==> src/rtl/demux_pkg.sv <==
package demux_pkg;
   typedef enum logic [1:0] {
      PH_COLLECT = 2'd0,
      PH_FLUSH   = 2'd1,
      PH_PASS    = 2'd2
   } dmx_phase_e;

   typedef enum logic {
      RT_BYPASS = 1'b0,
      RT_REG    = 1'b1
   } dmx_route_e;

   localparam int unsigned DMX_PORTS = 2;
endpackage

==> src/rtl/dmx_hdr_hold.sv <==
module dmx_hdr_hold #(
   parameter int unsigned W     = 16,
   parameter int unsigned DEPTH = 2,
   localparam int unsigned CW   = $clog2(DEPTH + 1)
) (
   input  logic          clk,
   input  logic          rst,
   input  logic          clr,
   input  logic          wr_en,
   input  logic [W-1:0]  wr_data,
   input  logic          wr_last,
   input  logic          rd_en,
   output logic [W-1:0]  rd_data,
   output logic          rd_last,
   output logic [CW-1:0] cnt,
   output logic [CW-1:0] rd_idx,
   output logic          full
);
   logic [CW-1:0]             cnt_q;
   logic [CW-1:0]             rd_q;
   logic [DEPTH-1:0][W-1:0]   slot_data;
   logic [DEPTH-1:0]          slot_last;

   for (genvar i = 0; i < DEPTH; i++) begin : g_slot
      logic [W-1:0] data_q;
      logic         last_q;
      always_ff @(posedge clk) begin
         if (wr_en && cnt_q == CW'(i)) begin
            data_q <= wr_data;
            last_q <= wr_last;
         end
      end
      assign slot_data[i] = data_q;
      assign slot_last[i] = last_q;
   end

   always_ff @(posedge clk) begin
      if (rst || clr) begin
         cnt_q <= '0;
         rd_q  <= '0;
      end else begin
         if (wr_en) cnt_q <= cnt_q + CW'(1);
         if (rd_en) rd_q  <= rd_q + CW'(1);
      end
   end

   always_comb begin
      rd_data = '0;
      rd_last = 1'b0;
      for (int i = 0; i < DEPTH; i++) begin
         if (rd_q == CW'(i)) begin
            rd_data = slot_data[i];
            rd_last = slot_last[i];
         end
      end
   end

   assign cnt    = cnt_q;
   assign rd_idx = rd_q;
   assign full   = (cnt_q == CW'(DEPTH));
endmodule

==> src/rtl/dmx_type_decode.sv <==
module dmx_type_decode #(
   parameter int unsigned        W     = 16,
   parameter int unsigned        LSB   = 14,
   parameter int unsigned        TW    = 2,
   parameter logic [TW-1:0]      CODE  = '0,
   parameter logic [TW-1:0]      MASK  = '1
) (
   input  logic [W-1:0] flit,
   output logic         is_reg
);
   logic [TW-1:0] field;
   assign field = flit[LSB +: TW];

   if (MASK == {TW{1'b1}}) begin : g_exact
      assign is_reg = (field == CODE);
   end else begin : g_masked
      assign is_reg = (((field ^ CODE) & MASK) == '0);
   end
endmodule

==> src/rtl/dmx_port_steer.sv <==
module dmx_port_steer #(
   parameter int unsigned W     = 16,
   parameter int unsigned PORTS = 2,
   localparam int unsigned SW   = (PORTS > 1) ? $clog2(PORTS) : 1
) (
   input  logic                      src_valid,
   input  logic [W-1:0]              src_data,
   input  logic                      src_last,
   input  logic [SW-1:0]             sel,
   input  logic [PORTS-1:0]          dst_ready,
   output logic [PORTS-1:0]          dst_valid,
   output logic [PORTS-1:0][W-1:0]   dst_data,
   output logic [PORTS-1:0]          dst_last,
   output logic                      src_ready
);
   logic [PORTS-1:0] hit;

   for (genvar p = 0; p < PORTS; p++) begin : g_port
      assign hit[p]       = (sel == SW'(p));
      assign dst_valid[p] = src_valid && hit[p];
      assign dst_data[p]  = hit[p] ? src_data : '0;
      assign dst_last[p]  = hit[p] && src_last;
   end

   assign src_ready = |(hit & dst_ready);
endmodule

==> src/rtl/pkt_type_demux.sv <==
module pkt_type_demux #(
   parameter int unsigned          FLIT_W    = 16,
   parameter int unsigned          TYPE_FLIT = 2,
   parameter int unsigned          TYPE_LSB  = 14,
   parameter int unsigned          TYPE_W    = 2,
   parameter logic [TYPE_W-1:0]    REG_CODE  = '0,
   parameter logic [TYPE_W-1:0]    REG_MASK  = '1
) (
   input  logic              clk,
   input  logic              rst,
   input  logic              in_valid,
   input  logic [FLIT_W-1:0] in_data,
   input  logic              in_last,
   output logic              in_ready,
   output logic              out_reg_valid,
   output logic [FLIT_W-1:0] out_reg_data,
   output logic              out_reg_last,
   input  logic              out_reg_ready,
   output logic              out_byp_valid,
   output logic [FLIT_W-1:0] out_byp_data,
   output logic              out_byp_last,
   input  logic              out_byp_ready
);
   import demux_pkg::*;

   localparam int unsigned CW    = $clog2(TYPE_FLIT + 1);
   localparam int unsigned P_BYP = 0;
   localparam int unsigned P_REG = 1;

   if (TYPE_FLIT < 1) begin : g_bad_depth
      $error("type flit index must be at least one");
   end
   if (TYPE_LSB + TYPE_W > FLIT_W) begin : g_bad_field
      $error("type field exceeds flit width");
   end

   dmx_phase_e phase_q, phase_d;
   dmx_route_e route_q, route_d;

   logic              wr_en, rd_en, clr;
   logic [FLIT_W-1:0] hold_data;
   logic              hold_last, hold_full;
   logic [CW-1:0]     hold_cnt, hold_rd;
   logic              type_is_reg;

   logic              src_valid, src_last, src_ready;
   logic [FLIT_W-1:0] src_data;
   logic [DMX_PORTS-1:0]             dst_valid, dst_last, dst_ready;
   logic [DMX_PORTS-1:0][FLIT_W-1:0] dst_data;

   dmx_hdr_hold #(.W(FLIT_W), .DEPTH(TYPE_FLIT)) u_hold (
      .clk     (clk),
      .rst     (rst),
      .clr     (clr),
      .wr_en   (wr_en),
      .wr_data (in_data),
      .wr_last (in_last),
      .rd_en   (rd_en),
      .rd_data (hold_data),
      .rd_last (hold_last),
      .cnt     (hold_cnt),
      .rd_idx  (hold_rd),
      .full    (hold_full)
   );

   dmx_type_decode #(
      .W(FLIT_W), .LSB(TYPE_LSB), .TW(TYPE_W), .CODE(REG_CODE), .MASK(REG_MASK)
   ) u_dec (
      .flit   (in_data),
      .is_reg (type_is_reg)
   );

   assign dst_ready[P_BYP] = out_byp_ready;
   assign dst_ready[P_REG] = out_reg_ready;

   dmx_port_steer #(.W(FLIT_W), .PORTS(DMX_PORTS)) u_steer (
      .src_valid (src_valid),
      .src_data  (src_data),
      .src_last  (src_last),
      .sel       (route_q),
      .dst_ready (dst_ready),
      .dst_valid (dst_valid),
      .dst_data  (dst_data),
      .dst_last  (dst_last),
      .src_ready (src_ready)
   );

   always_comb begin
      phase_d   = phase_q;
      route_d   = route_q;
      wr_en     = 1'b0;
      rd_en     = 1'b0;
      clr       = 1'b0;
      src_valid = 1'b0;
      src_data  = '0;
      src_last  = 1'b0;
      in_ready  = 1'b0;
      case (phase_q)
         PH_COLLECT: begin
            in_ready = !hold_full;
            if (in_valid && !hold_full) begin
               wr_en = 1'b1;
               if (in_last) begin
                  route_d = RT_BYPASS;
                  phase_d = PH_FLUSH;
               end
            end else if (in_valid && hold_full) begin
               route_d = type_is_reg ? RT_REG : RT_BYPASS;
               phase_d = PH_FLUSH;
            end
         end
         PH_FLUSH: begin
            src_valid = 1'b1;
            src_data  = hold_data;
            src_last  = hold_last;
            if (src_ready) begin
               rd_en = 1'b1;
               if ((hold_rd + CW'(1)) == hold_cnt) begin
                  clr     = 1'b1;
                  phase_d = hold_last ? PH_COLLECT : PH_PASS;
               end
            end
         end
         PH_PASS: begin
            src_valid = in_valid;
            src_data  = in_data;
            src_last  = in_last;
            in_ready  = src_ready;
            if (in_valid && src_ready && in_last) phase_d = PH_COLLECT;
         end
         default: phase_d = PH_COLLECT;
      endcase
   end

   always_ff @(posedge clk) begin
      if (rst) begin
         phase_q <= PH_COLLECT;
         route_q <= RT_BYPASS;
      end else begin
         phase_q <= phase_d;
         route_q <= route_d;
      end
   end

   assign out_reg_valid = dst_valid[P_REG];
   assign out_reg_data  = dst_data[P_REG];
   assign out_reg_last  = dst_last[P_REG];
   assign out_byp_valid = dst_valid[P_BYP];
   assign out_byp_data  = dst_data[P_BYP];
   assign out_byp_last  = dst_last[P_BYP];
endmodule

==> config.mk <==
export PLATFORM = sky130hd
export DESIGN_NAME = pkt_type_demux
export DESIGN_NICKNAME = d
export VERILOG_FILES = /design/src/rtl/demux_pkg.sv /design/src/rtl/dmx_hdr_hold.sv /design/src/rtl/dmx_type_decode.sv /design/src/rtl/dmx_port_steer.sv /design/src/rtl/pkt_type_demux.sv
export SDC_FILE = /design/constraint.sdc
export NUM_CORES = 1
export LEC_CHECK = 0
export CORE_MARGIN = 2
export CORE_UTILIZATION = 40
export CTS_CLUSTER_SIZE = 30
export DETAILED_ROUTE_END_ITERATION = 10
export PLACE_DENSITY_LB_ADDON = 0.12
export SYNTH_ARGS = -nofsm -noshare
export SYNTH_HDL_FRONTEND = slang
export SYNTH_HIERARCHICAL = 1
export SYNTH_SLANG_ARGS = --single-unit
==> constraint.sdc <==
create_clock -name clk -period 3.5 [get_ports clk]
set_clock_uncertainty 0.15 [all_clocks]
set_input_delay 0.525 -clock clk [delete_from_list [all_inputs] [get_ports clk]]
set_output_delay 0.525 -clock clk [all_outputs]
set_load 0.03 [all_outputs]
# Yosys cells after proc, flatten, opt, wreduce, memory -nomap -nowiden
# Cells that the tools add are included.
op_classes:
  addsub: 2
  n_eq_ne: 12
  n_mux: 29
  n_bitwise: 2
  reduce_logical: 20
ops:
  columns: ["operator", "n"]
  rows:
  - ["$mux 16", 4]
  - ["$pmux 16 s2", 1]
  - ["$mux 2", 7]
  - ["$mux 1", 13]
  - ["$logic_and 1x1->1", 10]
  - ["$logic_not 2->1", 4]
  - ["$ne 2x2->1 const B", 4]
  - ["$eq 2x1->1 const B", 3]
  - ["$ne 3x3->1 const B", 2]
  - ["$pmux 1 s2", 3]
  - ["$pmux 2 s3", 1]
  - ["$reduce_and 5->1", 1]
  - ["$add 2x1->2 const B", 2]
  - ["$eq 2x2->1 const B", 2]
  - ["$reduce_and 3->1", 1]
  - ["$and 2x2->2", 1]
  - ["$eq 2x2->1", 1]
  - ["$reduce_bool 2->1", 1]
  - ["$reduce_or 2->1", 1]
  - ["$logic_not 1->1", 1]
  - ["$logic_or 1x1->1", 1]
  - ["$not 1->1", 1]
word_totals:
  regBits: 41
  inputBits: 22
  out_inout_bits: 37
  elab_cells: 73

# Depth between registers and ports, before layout
# Gate-level depths: netlist of the first run.
depth:
  depth_word: 7
  depth_mapped: 8
  mapped_depth_nobuf: 7

# Modules after synthesis
# The synthesis of the first run kept the hierarchy.
modules_own_cells:
  columns: ["module", "n_inst", "cells_each", "area_per_inst_um2", "seq_area_each_um2"]
  rows:
  - ["dmx_hdr_hold", 1, 107, 1481.4, 1101.1]
  - ["pkt_type_demux", 1, 76, 548.0, 60.1]
  - ["dmx_port_steer", 1, 41, 285.3, 0.0]
  - ["dmx_type_decode", 1, 1, 3.8, 0.0]

# Worst setup path after synthesis of the first run
# No wires, ideal clock.
synth_timing:
  kind: "flip-flop to output port"
  start: "reg u_hold.rd_q[0], in the netlist u_hold/rd_idx[0]"
  end: "out out_byp_last"
  t_arrival_ns: 1.597
  required_ns: 2.825
  path_slack_ns: 1.228
  stages_incl_launch_ff: 7
  n_path_buf: 1
  path_cell_list: "dfxtp_1 > ha_1 > buf_2 > a22o_1 > a22oi_1 > nor2b_1 > nor2b_1"
synth_between:
  elab_chain_len: 5
  elab_cells_between_ends: 6
  cone_classes: "eq/ne (1); mux (3); reduce/logical (2)"
synth_rtl:
  columns: ["element", "line_no", "source"]
  rows:
  - ["start: declaration", "dmx_hdr_hold.sv:20", "logic [CW-1:0] rd_q;"]
  - ["start signal: assignment", "dmx_hdr_hold.sv:43", "if (rd_en) rd_q <= rd_q + CW'(1);"]
  - ["$logic_not 2->1", "dmx_hdr_hold.sv:51", "if (rd_q == CW'(i)) begin"]
  - ["$mux 1", "dmx_hdr_hold.sv:51", null]
  - ["$mux 1 (*)", "dmx_hdr_hold.sv:51", null]
  - ["net hold_last", "pkt_type_demux.sv:42", "logic hold_last, hold_full;"]
  - ["$pmux 1 s2 (*)", "pkt_type_demux.sv:98", "case (phase_q)"]
  - ["net src_last", "pkt_type_demux.sv:46", "logic src_valid, src_last, src_ready;"]
  - ["$logic_and 1x1->1 (*)", "dmx_port_steer.sv:22", "assign dst_last[p] = hit[p] && src_last;"]
  - ["end: declaration", "pkt_type_demux.sv:21", "output logic out_byp_last,"]
# The timed path passes the listed nets; every way through them passes the cells marked *.

# Worst setup path in the final report of the first run
layout_timing:
  start: "reg u_hold.rd_q[1], in the netlist u_hold/rd_idx[1]"
  end: "out out_byp_last"
# Same word-level chain as after synthesis.

==> summary.md, run 1 <==
| Metric | Value |
|---|---|
| Yosys reg bits | `41` |
| Top routing layer in use | `met4` |
| Inserted Clock Buffers | `5` |
| Drt first pass iters | `4` |
| CP max stage delay | `0.67 ns` |
| Seq/Total Area, Yosys | `50.1%` |
| Design Area, Final | `0.00310 mm2` |
| Synth cell types | `34` |
| Initial antenna violation count | `0` |
| Average wire per standard cell | `14.0 um` |
| Vias | `1770` |
| Vias in the first global route | `1629` |
| Buffers added on ports | `58` |
| Post-DRT Antenna Nets | `0` |
| P_sw | `0.375 mW` |
| Clk slew on worst S/H paths | `0.08 ns` |
| CP max FO | `20` |
| Syn_area_per_cell | `10.3 um2` |
| Worst min path class | `flip-flop to flip-flop` |
| Syn nets | `255` |
| Post-synthesis cell area | `0.00232 mm2` |
| Die X | `80.1 um` |
| Htree depth | `2` |
| Largest net degree at the start of global routing | `21` |
| Via-to-Cell Ratio | `4.93` |
| Slowest-stage cell, CP | `clkdlybuf4s50_1` |
| Startpoint class of the critical path | `flip-flop` |
| Max Cap Violations | `0` |
| Adder-cell share of the synthesized area | `4.32%` |
| CTS tree | `yes` |
| Status | `finished clean` |
| RSZ-0062 raised after global routing | `no` |
| Pint | `1.02 mW` |
| Die Ht | `80.1 um` |
| Layout cell share with drive strength beyond 1 | `7.32%` |
| Starting Density | `41.8%` |
| CORE AREA | `0.00554 mm2` |
| First DRT Iteration DRCs | `95` |
| CP Launch Point | `u_hold/rd_idx[1]` |
| CTS-repair resized insts | `0` |
| Slew @ Worst Pin | `0.484 ns` |
| Die ar. | `0.00642 mm2` |
| Arrival time worst endpoint | `2.53 ns` |
| Min-delay src | `phase_q[1]` |
| Sequential power share | `44.3%` |
| DRC | `0` |
| Critical Path End Type | `primary output` |
| Worst VDD drop | `303 uV` |
| Hold Vio Cnt, Final | `0` |
| CP Class | `flip-flop to primary output` |
| Mux contribution to synthesized area | `2.37%` |
| DP Wirelength | `3.54 mm` |
| Main combinational cell family by area after synthesis | `simple AND/OR/NAND/NOR gates` |
| Final period util | `91.5%` |
| FMAX | `0.312 GHz` |
| Hold buffers post-CTS | `0` |
| Rows | `27` |
| Clk sinks | `41` |
| Clock Power Share | `32.1%` |
| Area post-placement | `0.00297 mm2` |
| Clk_lat worst skew | `0.29 ns` |
| Simple logic cell fraction of the synthesized area | `24.4%` |
| Critical path cell sequence | `inv_1 > ha_1 > buf_4 > nor2b_2 > a22o_1 > a22oi_1 > nor2b_1 > nor2b_1 > clkdlybuf4s50_1` |
| WL met3 | `214 um` |
| Combinational fraction of design power | `23.5%` |
| Syn. warnings | `6` |
| Clk root buf | `clkbuf_8` |
| Final WL | `5.01 mm` |
| CP Data Required Time | `2.82 ns` |
| N_diodes | `0` |
| Wl on met1 | `2.31 mm` |
| Pwr Density | `451 mW/mm2` |
| Met2 WL | `2.43 mm` |
| Slew HR | `67.7%` |
| Synth Area in XOR/XNOR | `1.13%` |
| I/O pins | `59` |
| Crit path time final | `3.20 ns` |
| Area delta synth->final | `33.7%` |
| Final nets | `316` |
| GPL Wtd Cong | `0.733` |
| Clock buffer depth | `2` |
| Overflow after GRT | `0` |
| Static Leak | `1.11 nW` |
| Post-Syn Instances | `225` |
| Worst R2R Start | `phase_q[1]` |
| TNS Setup | `0 ns` |
| Net Sw Frac | `26.8%` |
| Post-CTS Setup Bufs | `0` |
| GRT Overall Usage | `16.8%` |
| Slew Viols, Final | `0` |
| Final setup viols | `0` |
| Compound-gate portion of the synthesized area | `12.4%` |
| Global-route wire length before repair | `8.22 mm` |
| CP most frequent cell | `nor2b_1` |
==> cell usage after synthesis <==
cell type | instances | area [um2]
a21oi_1 | 2 | 10.0
a221oi_2 | 1 | 15.0
a22o_1 | 3 | 26.3
a22oi_1 | 17 | 128
and2_1 | 21 | 131
and2_2 | 1 | 7.51
and2b_1 | 1 | 7.51
buf_2 | 7 | 35.0
buf_4 | 1 | 7.51
buf_6 | 4 | 45.0
clkbuf_1 | 1 | 3.75
clkinv_1 | 1 | 3.75
dfxtp_1 | 7 | 140
edfxtp_1 | 34 | 1020
ha_1 | 8 | 100
inv_1 | 7 | 26.3
mux2_4 | 1 | 15.0
mux2i_1 | 4 | 40.0
nand2_1 | 30 | 113
nand2b_1 | 3 | 18.8
nand3_1 | 1 | 5.00
nand4_1 | 1 | 6.26
nor2_1 | 3 | 11.3
nor2b_1 | 37 | 231
nor2b_2 | 1 | 8.76
nor3_1 | 4 | 20.0
o211ai_1 | 1 | 7.51
o21a_1 | 1 | 7.51
o21ai_0 | 3 | 15.0
o21ai_1 | 14 | 70.1
o221ai_1 | 1 | 8.76
or3_1 | 1 | 6.26
xnor2_1 | 2 | 17.5
xor2_1 | 1 | 8.76
==> cells in the final DEF, fill, tap and decap left out, drive strengths merged, types with 4 or more instances in the layout <==
cell           synthesis  final
and2                  22     22
dfxtp                  7      7
nor2b                 38     38
a22oi                 17     17
clkdlybuf4s50          0     58
edfxtp                34     34
nor3                   4      4
buf                   12      9
ha                     8      8
nand2                 30     30
inv                    7      7
o21ai                 17     17
mux2i                  4      4
clkbuf                 1      5
==> sequential cells by signal, indices dropped and copies added, names as in the netlist <==
signal,count
u_hold/g_slot.last_q,2
u_hold/rd_idx,2
u_hold/cnt,2
u_hold/g_slot.data_q,32
phase_q,2
route_q,1
==> metal layers <==
layer	up-vias	global-route usage, %
li1	903	-
met1	820	22.0
met2	39	28.0
met3	8	3.15
met4	0	5.59
met5	-	0
==> worst paths after layout <==
| kind | endpoint | slack [ns] | cells after the start |
|---|---|---|---|
| setup / recovery | out_byp_last | 0.30 | 9 |
| hold reg to reg | phase_q[1] | 0.37 | 2 |
| hold / removal | phase_q[1] | 0.37 | 2 |
| setup reg to reg | phase_q[1] | 1.46 | 7 |
==> critical path: cells and delay by family, from the launching register on <==
family	cells	cell delay [ns]
buffers and inverters	3	0.95
AO/OA/AOI/OAI	2	0.24
AND/OR/NAND/NOR	3	0.49
flip-flops	1	0.37
adder cells (fa/ha/maj)	1	0.19
==> metrics by stage <==
| stage | cells | hold WS, ns | total power, mW | setup WS (ns) | utilization [%] |
|---|---|---|---|---|---|
| 6_report | 359 | 0.372 | 1.40 | 0.298 | 55.9 |
| 5_1_grt | 359 | 0.421 | 1.47 | 0.0983 | 55.9 |
| 4_1_cts | 359 | 0.370 | 1.41 | 0.273 | 55.9 |
| 3_5_place_dp | 351 | 0.360 | 0.962 | 0.623 | 53.5 |
| 3_3_place_gp | 351 | 0.350 | 0.957 | 0.650 | 53.5 |
| 2_1_floorplan | 225 | 0.310 | 0.846 | 1.23 | - |
==> cells by family (layout without fill, tap and decap cells) <==
kind of cell	count (synthesis)	count (layout)
flip-flops	41	41
AO/OA/AOI/OAI	43	43
adder cells (fa/ha/maj)	8	8
XOR/XNOR	3	3
AND/OR/NAND/NOR	104	104
multiplexers	5	5
buffers and inverters	21	83
==> power groups by stage <==
stage	clock network (mW)	logic (mW)	registers [mW]
floorplan	0	0.219	0.627
global placement	0	0.327	0.630
detailed placement	0	0.331	0.631
CTS	0.455	0.333	0.620
global route	0.476	0.368	0.625
finish	0.449	0.329	0.619
==> final cells by class <==
class	instances	area, um2
fillers	498	2440
flip-flops and latches	41	1160
multi-input cells	163	1040
repair buffers	67	648
well taps	72	90.1
clock buffers	5	68.8
clock inverters	3	65.1
inverters	8	30.0
Note: power is estimated with default switching activity, not from simulation.
==> run 2: changes to the inputs <==
CAP_MARGIN = 20   (was default)
==> results of run 2 <==
Same layout as run 1: the final DEF is identical, and so are final timing and power.
==> run 3: changes to the inputs <==
CELL_PAD_IN_SITES_DETAIL_PLACEMENT = 1   (was default)
CELL_PAD_IN_SITES_GLOBAL_PLACEMENT = 1   (was default)
==> summary.md, run 3 (synthesis gave the netlist of run 1 again) <==
| Metric | Value |
|---|---|
| Static Leak | `1.09 nW (-2.2%)` |
| Worst flop-to-flop path endpoint | `u_hold/g_slot[1].data_q[10]` |
| Commonest non-fill, non-tap cell in the layout | `clkdlybuf4s50_1` |
| Area delta synth->final | `32.2%` |
| Buffers added on ports | `58 (unchanged)` |
| Slew @ Worst Pin | `0.423 ns (-0.0612 ns)` |
| Worst Hold Endpoint | `phase_q[1]` |
| Overflow after GRT | `0 (unchanged)` |
| Via-to-Cell Ratio | `5.22 (+5.9%)` |
| Hold Vio Cnt, Final | `0 (unchanged)` |
| R2R Setup Slk | `1.50 ns (+0.04 ns)` |
| Global-route wire length before repair | `10.1 mm (+23%)` |
| DP Worst Slack | `0.570 ns (-0.0524 ns)` |
| Final WL | `6.14 mm (+23%)` |
| DP Wirelength | `4.55 mm (+28%)` |
| Critical Path End Type | `primary output` |
| Net Sw Frac | `30.3% (+3.5 points)` |
| Slew Viols, Final | `0 (unchanged)` |
| Die Ht | `80.1 um (unchanged)` |
| FMAX | `0.309 GHz (-1.1%)` |
| Final setup viols | `0 (unchanged)` |
| CP Class | `flip-flop to primary output` |
| Rows | `27 (unchanged)` |
| Initial antenna violation count | `0 (unchanged)` |
| Clock Power Share | `23.3% (-8.8 points)` |
| Final nets | `315 (-0.32%)` |
| I/O pins | `59 (unchanged)` |
| Pwr Density | `412 mW/mm2 (-8.6%)` |
| DRC | `0 (unchanged)` |
| Footprint of the multi-input gates | `0.00104 mm2 (unchanged)` |
| Status | `finished clean` |
| Vias in the first global route | `2019 (+24%)` |
| Worst R2R Start | `u_hold/cnt[0]` |
| Hold buffers post-CTS | `0 (unchanged)` |
| Final core area utilization | `55.3% (-0.63 points)` |
| CP max FO | `10 (-50%)` |
| Combinational fraction of design power | `27.3% (+3.8 points)` |
| Clk sinks | `41 (unchanged)` |
| Commonest cells after routing, fill and taps aside | `clkdlybuf4s50_1, nor2b_1, edfxtp_1` |
| Design Area, Final | `0.00306 mm2 (-1.1%)` |
| Worst Reg2Reg Path Length in Cells | `5 (-2)` |
| Sequential power share | `49.4% (+5.1 points)` |
| Starting Density | `41.8% (unchanged)` |
| Fillers | `629 (+26%)` |
| Clk root buf | `clkbuf_8` |
| Clock buffer depth | `2 (unchanged)` |
| P_sw | `0.383 mW (+2.1%)` |
| Max reg flops | `32 (unchanged)` |
| Die ar. | `0.00642 mm2 (unchanged)` |
| Pint | `0.880 mW (-14%)` |
| CTS tree | `yes` |
| RSZ-0062 raised after global routing | `no` |
| Worst VDD drop | `228 uV (-25%)` |
| Min-delay src | `phase_q[1]` |
| Sequential cell area | `0.00116 mm2 (unchanged)` |
| PnR worst setup slack | `0.262 ns (-0.0360 ns)` |
| N_diodes | `0 (unchanged)` |
| GPL Wtd Cong | `0.748 (+2.0%)` |
| Inserted Clock Buffers | `5 (unchanged)` |
| Final period util | `92.5% (+1.0 points)` |
| Die X | `80.1 um (unchanged)` |
| Layout cell share with drive strength beyond 1 | `6.29% (-1.0 points)` |
| Fin cells | `358 (-0.28%)` |
| Clk_lat worst skew | `0.29 ns (about the same)` |
| Hold depth | `2 (unchanged)` |
| GRT Overall Usage | `20.7% (+3.9 points)` |
| Arrival time worst endpoint | `2.56 ns (+0.03 ns)` |
| CORE AREA | `0.00554 mm2 (unchanged)` |
| Average wire per standard cell | `17.2 um (+23%)` |
| Vias | `1869 (+5.6%)` |
| Startpoint class of the critical path | `flip-flop` |
| Post-DRT Antenna Nets | `0 (unchanged)` |
| Worst min path class | `flip-flop to flip-flop` |
| Top reg by flops | `u_hold/g_slot.data_q` |
| Htree depth | `2 (unchanged)` |
| Drt first pass iters | `4 (unchanged)` |
| Clk slew on worst S/H paths | `0.08 ns (about the same)` |
| Largest net degree at the start of global routing | `38 (+81%)` |
| TNS Setup | `0 ns (unchanged)` |
| First DRT Iteration DRCs | `115 (+21%)` |
| Area post-placement | `0.00298 mm2 (+0.59%)` |
| DP Cell Count | `350 (-0.28%)` |
| Max Cap Violations | `0 (unchanged)` |
| Post-CTS Setup Bufs | `0 (unchanged)` |
| Crit path time final | `3.24 ns (+0.0360 ns)` |
| CP Data Required Time | `2.82 ns (about the same)` |
| Slew HR | `71.8% (+4.1 points)` |
| CTS-repair resized insts | `0 (unchanged)` |
==> run 3: per-layer routing <==
metal | global-route usage (%) | up-vias | part of all wire [%]
met3 | 3.37 | 11 | 2.9
li1 | - | 898 | -
met4 | 7.80 | 0 | 2.2
met2 | 38.8 | 32 | 56
met5 | 0 | - | 0
met1 | 23.3 | 928 | 39
==> run 3: worst max-delay path by stage <==
stage,startpoint,to,slack (ns),depth (start not counted)
detailed placement,u_hold/rd_idx[1],out_byp_last,0.57,9
global placement,u_hold/rd_idx[1],out_byp_last,0.65,9
CTS,u_hold/rd_idx[1],out_byp_last,0.23,9
finish,u_hold/rd_idx[1],out_byp_last,0.26,9
floorplan,u_hold/rd_idx[0],out_byp_last,1.23,6
global route,u_hold/rd_idx[0],out_byp_data[11],0.08,8
==> run 3: through the flow <==
| step | hold slack (ns) | total power [mW] |
|---|---|---|
| floorplan | 0.310 | 0.846 |
| global placement | 0.349 | 0.970 |
| detailed placement | 0.359 | 0.983 |
| CTS | 0.374 | 1.27 |
| global route | 0.419 | 1.33 |
| finish | 0.388 | 1.26 |
==> run 3: power groups by stage <==
stage	Clock (mW)	Combinational, mW	Sequential (mW)
floorplan	0	0.219	0.627
global placement	0	0.338	0.632
detailed placement	0	0.347	0.636
CTS	0.300	0.349	0.625
global route	0.320	0.381	0.632
finish	0.294	0.345	0.624
==> run 3: layout make-up <==
| type | instances | share of cell area (%) |
|---|---|---|
| Sequential cell | 41 | 37.9 |
| Multi-Input combinational cell | 163 | 33.8 |
| Timing Repair Buffer | 66 | 21.7 |
| Tap cell | 72 | 2.94 |
| Clock buffer | 5 | 2.25 |
| Inverter | 8 | 0.980 |
| Clock inverter | 3 | 0.408 |
==> run 3: critical path, stage by stage (launching register included) <==
cell             delay, ns
dfxtp_1               0.38
inv_1                 0.08
ha_1                  0.20
buf_4                 0.18
nor2b_2               0.18
a22o_1                0.19
a22oi_1               0.08
nor2b_1               0.16
nor2b_1               0.14
clkdlybuf4s50_1       0.68
